## src/rtl/gain_pkg.sv

```systemverilog
package gain_pkg;
    localparam int IDX_W = 3;
    localparam int SW_W  = 3;

    localparam logic [1:0] LVL_ABOVE  = 2'b00;
    localparam logic [1:0] LVL_INSIDE = 2'b10;
    localparam logic [1:0] LVL_BELOW  = 2'b11;

    typedef enum logic {
        ST_SEEK   = 1'b0,
        ST_LOCKED = 1'b1
    } ctrl_state_e;
endpackage

```

## src/rtl/gain_step_fsm.sv

```systemverilog
module gain_step_fsm
    import gain_pkg::*;
(
    input  logic       clk,
    input  logic       rst,
    input  logic       eval_stb,
    input  logic [1:0] level,
    output logic       step_up,
    output logic       step_down,
    output logic       locked,
    output logic       conv_en
);
    ctrl_state_e state_q, state_d;

    // state register
    always_ff @(posedge clk) begin
        if (rst) state_q <= ST_SEEK;
        else     state_q <= state_d;
    end

    // next state
    always_comb begin
        state_d = state_q;
        unique case (state_q)
            ST_SEEK:   if (eval_stb && level == LVL_INSIDE) state_d = ST_LOCKED;
            ST_LOCKED: state_d = ST_LOCKED;
            default:   state_d = ST_SEEK;
        endcase
    end

    // outputs
    always_comb begin
        step_up   = 1'b0;
        step_down = 1'b0;
        locked    = 1'b0;
        conv_en   = 1'b0;
        unique case (state_q)
            ST_SEEK: begin
                if (eval_stb) begin
                    step_up   = (level == LVL_BELOW);
                    step_down = (level == LVL_ABOVE);
                end
            end
            ST_LOCKED: begin
                locked  = 1'b1;
                conv_en = 1'b1;
            end
            default: ;
        endcase
    end
endmodule

```

## src/rtl/gain_step_index.sv

```systemverilog
module gain_step_index #(
    parameter int IDX_W = 3
) (
    input  logic             clk,
    input  logic             rst,
    input  logic             step_up,
    input  logic             step_down,
    output logic [IDX_W-1:0] idx
);
    localparam logic [IDX_W-1:0] IDX_TOP = {IDX_W{1'b1}};
    localparam logic [IDX_W-1:0] IDX_ONE = {{(IDX_W-1){1'b0}}, 1'b1};

    always_ff @(posedge clk) begin
        if (rst)                              idx <= '0;
        else if (step_up   && idx != IDX_TOP) idx <= idx + IDX_ONE;
        else if (step_down && idx != '0)      idx <= idx - IDX_ONE;
    end
endmodule

```

## src/rtl/gain_switch_decode.sv

```systemverilog
module gain_switch_decode
    import gain_pkg::*;
(
    input  logic [IDX_W-1:0] idx,
    output logic [SW_W-1:0]  sw_sel
);
    always_comb begin
        unique case (idx)
            3'd0: sw_sel = 3'b000;
            3'd1: sw_sel = 3'b001;
            3'd2: sw_sel = 3'b010;
            3'd3: sw_sel = 3'b100;
            3'd4: sw_sel = 3'b011;
            3'd5: sw_sel = 3'b101;
            3'd6: sw_sel = 3'b110;
            default: sw_sel = 3'b111;
        endcase
    end
endmodule

```

## src/rtl/gain_step_ctrl.sv

```systemverilog
module gain_step_ctrl
    import gain_pkg::*;
(
    input  logic             clk,
    input  logic             rst,
    input  logic             eval_stb,
    input  logic [1:0]       level,
    output logic [IDX_W-1:0] gain_idx,
    output logic [SW_W-1:0]  sw_sel,
    output logic             locked,
    output logic             conv_en
);
    logic step_up, step_down;

    gain_step_fsm u_fsm (
        .clk       (clk),
        .rst       (rst),
        .eval_stb  (eval_stb),
        .level     (level),
        .step_up   (step_up),
        .step_down (step_down),
        .locked    (locked),
        .conv_en   (conv_en)
    );

    gain_step_index #(.IDX_W(IDX_W)) u_index (
        .clk       (clk),
        .rst       (rst),
        .step_up   (step_up),
        .step_down (step_down),
        .idx       (gain_idx)
    );

    gain_switch_decode u_dec (
        .idx    (gain_idx),
        .sw_sel (sw_sel)
    );
endmodule

```

## config.mk

```make
export PLATFORM = sky130hd
export DESIGN_NAME = gain_step_ctrl
export DESIGN_NICKNAME = d
export VERILOG_FILES = /design/src/rtl/gain_pkg.sv /design/src/rtl/gain_step_fsm.sv /design/src/rtl/gain_step_index.sv /design/src/rtl/gain_switch_decode.sv /design/src/rtl/gain_step_ctrl.sv
export SDC_FILE = /design/constraint.sdc
export NUM_CORES = 1
export LEC_CHECK = 0
export CAP_MARGIN = 20
export CORE_AREA = 4 4 41 43
export DETAILED_ROUTE_END_ITERATION = 8
export DIE_AREA = 0 0 45 47
export PLACE_DENSITY = 0.62
export SYNTH_ARGS = -nofsm -noshare
export SYNTH_HDL_FRONTEND = slang
export SYNTH_HIERARCHICAL = 1
export SYNTH_SLANG_ARGS = --single-unit
```

## constraint.sdc

```tcl
create_clock -name clk -period 2.3 [get_ports clk]
set_input_delay 0.345 -clock clk [delete_from_list [all_inputs] [get_ports clk]]
set_output_delay 0.345 -clock clk [all_outputs]
set_load 0.01 [all_outputs]
```

==> run summary, run 1 <==
The startpoint of the worst register-to-register path is u_index/idx[1]. The wire-length estimate of the detail-placed layout is 587 um. Gates resized during post-CTS repair numbered 0. The largest vdd supply drop is 201 uV. The post-CTS clock slew at the launch and capture registers of the worst setup and hold paths came out at 40 ps. The required time of the critical path is 2440 ps. The total number of yosys warnings came out at 6. The number of DRC markers after the initial detailed-route iteration is 9. Once the floorplan was initialized, standard cells occupied 26.8% of the core.

The number of distinct library cells after synthesis is 25. The synthesized instance count is 45. Each instance of the synthesized netlist takes up on average 7.76 um^2. The worst register-to-register path ends at u_index/idx[2]. The final critical-path share of the clock period came out at 89.2%. Data on the critical path arrives at its endpoint at 2190 ps. The post-CTS setup buffer count is 0. The post-route setup TNS came out at 0 ps. The critical path is of the in2reg type. Fill cells in the final layout number 144. STA classifies the critical path startpoint as an input pin. The post-route DRC violation count is 0. The worst-case setup slack after placement came out at -2.68 ps. The total number of placement rows is 13. The pin count of the biggest net entering global routing came out at 15.

The utilization after layout came out at 39.8%. The number of inserted diodes came out at 0. Overall power consumption after layout is estimated at 225 uW. The clock latency of the later-clocked register in the worst-skew pair is 240 ps. The placer's final routability congestion estimate is 0.679.

The setup violation total in the final timing report came out at 0. The overall global routing resource usage is 9.90%. The share of cells above drive strength 1 came out at 16.4%. The total of buffers placed on input and output ports came out at 12.

Walking the worst path, the cells encountered are clkdlybuf4s50_1 > and4_1 > nand2_1 > fa_1 > nand2b_1 > o21a_1 > a2111oi_2. The placement-stage cell area came out at 495 um^2. The count of hold-fix buffers inserted at cts is 0. The endpoint class of the critical path is a register. The first-pass GRT wire length is 1510 um.

The detailed-router iteration count before antenna repair is 4. The commonest non-fill, non-tap cell in the layout is clkdlybuf4s50_1. Dividing the detail-routed wire length by the instance count gives 10.8 um. The number of clock sinks is 4.

The number of buffers on the longest clock path is 2. The total nets after synthesis came out at 51. The endpoint of the worst setup timing path is u_index/idx[2]. The floorplan step defined a die boundary enclosing 0.00212 mm^2. The static leakage is 0.180 nW. Setup repair after global routing left no endpoint under its margin. The final setup slack of the worst path came out at 250 ps. The master of the slowest instance on the critical path is clkdlybuf4s50_1. The overall via count from detail_route came out at 367. The boundary pin count is 13. The share of the Yosys chip area taken by registers is 22.9%. The most critical setup path has its startpoint at eval_stb. The cell sitting at the root of the clock tree is a clkbuf_4. The number of failing hold endpoints at the final stage is 0. In this run the horizontal extent of the chip is 45 um. The final non-filler cell area came out at 518 um^2.

The worst clock skew is 3.24 ps. Global routing finished with a remaining overflow of 0. The total CTS buffers is 3. The max capacitance violation total is 0.

The die extent in y is 47 um. From synthesis to final layout, the design area changed by 48.4%. Across all hold checks on the routed design, the worst slack comes to 498 ps.

Wires add up to 823 um. The headroom to the max-slew limit is 68.1%. The power density over the cells came out at 434 mW/mm^2. The count of cells along the worst register-to-register path came out at 6.

The number of H-tree levels is 1. The path type of the worst min-delay path is reg2reg. The maximum clock frequency is 488 MHz. The count of nets left with antenna violations once routing finished came out at 0. The number of antenna violations at the first check in global routing came out at 0. The flop and latch count out of synthesis is 4. The synthesized area is 349 um^2. Once placement completed, the tool counted placed cells totaling 73. The number of stages on the worst hold path came out at 2. The via count of the first global-routing pass is 388.

The core area is 0.00130 mm^2. In this run the worst path has a maximum fanout of 3. The CTS tree is yes. The stage delay of the slowest cell on the critical path came out at 490 ps. In the routed layout, each cell is associated on average with a via count of 4.83. The number of nets in the layout is 69. The max-slew violation count is 0. The final critical path time including I/O delays and setup came out at 2050 ps. The library cells used most frequently in the layout, excluding fill and tap cells, are 12 x clkdlybuf4s50_1, 6 x a21oi_1, 4 x nand2_1, 4 x dfxtp_1. The flow ran to the end, and the final reports show no timing, DRC or antenna violations.

The reg2reg setup slack is 470 ps. The count of cells in the finished layout, fillers not included, comes to 76. The pin slew with the least headroom to its limit is 478 ps.
worst min path at each step:
stage	start	endpoint	slack, ps
floorplan	rst	u_index/idx[2]	410
CTS	u_fsm/state_q	u_fsm/state_q	500
global route	u_fsm/state_q	u_fsm/state_q	530
global placement	u_fsm/state_q	u_fsm/state_q	490
detailed placement	u_fsm/state_q	u_fsm/state_q	500
finish	u_fsm/state_q	u_fsm/state_q	500
cell usage after synthesis:
| cell type | number | area share, % |
|---|---|---|
| o21ai_0 | 3 | 4.3 |
| a21oi_1 | 6 | 8.6 |
| nand2b_1 | 3 | 5.4 |
| inv_2 | 1 | 1.1 |
| nor4b_1 | 1 | 2.5 |
| nand3_1 | 2 | 2.9 |
| nor2_1 | 2 | 2.2 |
| a211o_2 | 1 | 2.9 |
| dfxtp_1 | 4 | 23 |
| nand2_1 | 4 | 4.3 |
| and3b_1 | 1 | 2.5 |
| o21a_1 | 1 | 2.2 |
| and4_1 | 1 | 2.5 |
| nor2b_1 | 1 | 1.8 |
| a211oi_1 | 1 | 2.2 |
| fa_1 | 1 | 5.7 |
| o22ai_1 | 1 | 1.8 |
| a21boi_0 | 1 | 2.2 |
| a2111oi_2 | 1 | 4.3 |
| inv_1 | 1 | 1.1 |
| or3_1 | 2 | 3.6 |
| maj3_2 | 1 | 3.2 |
| o21ai_1 | 1 | 1.4 |
| nand3b_1 | 2 | 4.3 |
| buf_4 | 2 | 4.3 |
state kept, by name, indices dropped and copies added, names as in the netlist:
name / count
u_fsm/state_q: 1
u_index/idx: 3
layer usage:
metal  vias up  global-route usage, %  wire, um
met5         -                      0         0
met4         0                   7.02        23
met3         2                   1.15        22
met2        11                   14.1       356
met1       154                   13.7       419
li1        200                      -         -
kinds of logic after synthesis:
group / count (synthesis) / share of synthesized area [%]
AOI/OAI and AO/OA: 16 / 29.7
and+or+nand+nor: 19 / 31.9
adders and majority gates: 2 / 8.96
buffers and inverters: 4 / 6.45
DFF: 4 / 22.9
worst max-delay path: cells and delay by family:
kind / cells / cell delay (ps)
AOI/OAI and AO/OA: 2 / 500
and+or+nand+nor: 3 / 460
adders and majority gates: 1 / 390
buffers and inverters: 1 / 490
cell type report:
cell class	instances	area [um^2]	area share [%]
multi-input cells	37	246	47.6
well taps	15	18.8	3.62
flip-flops and latches	4	80.1	15.5
clock buffers	3	22.5	4.35
repair buffers	15	143	27.5
inverters	2	7.51	1.45
report_power, final:
group	internal, mW	leakage (nW)	switching, mW
Combinational	0.0330	0.133	0.0216
Sequential	0.0724	0.0325	0.00704
Clock	0.0586	0.0138	0.0320
Total	0.164	0.180	0.0607
(Power assumes the default switching activity.)
==> inputs of run 2 (changes only) <==
--- a/config.mk
+++ b/config.mk
@@ -5,7 +5,6 @@
 export SDC_FILE = /design/constraint.sdc
 export NUM_CORES = 1
 export LEC_CHECK = 0
-export CAP_MARGIN = 20
 export CORE_AREA = 4 4 41 43
 export DETAILED_ROUTE_END_ITERATION = 8
 export DIE_AREA = 0 0 45 47
==> results of run 2 <==
No change in the layout: final DEF, timing and power equal those of run 1.
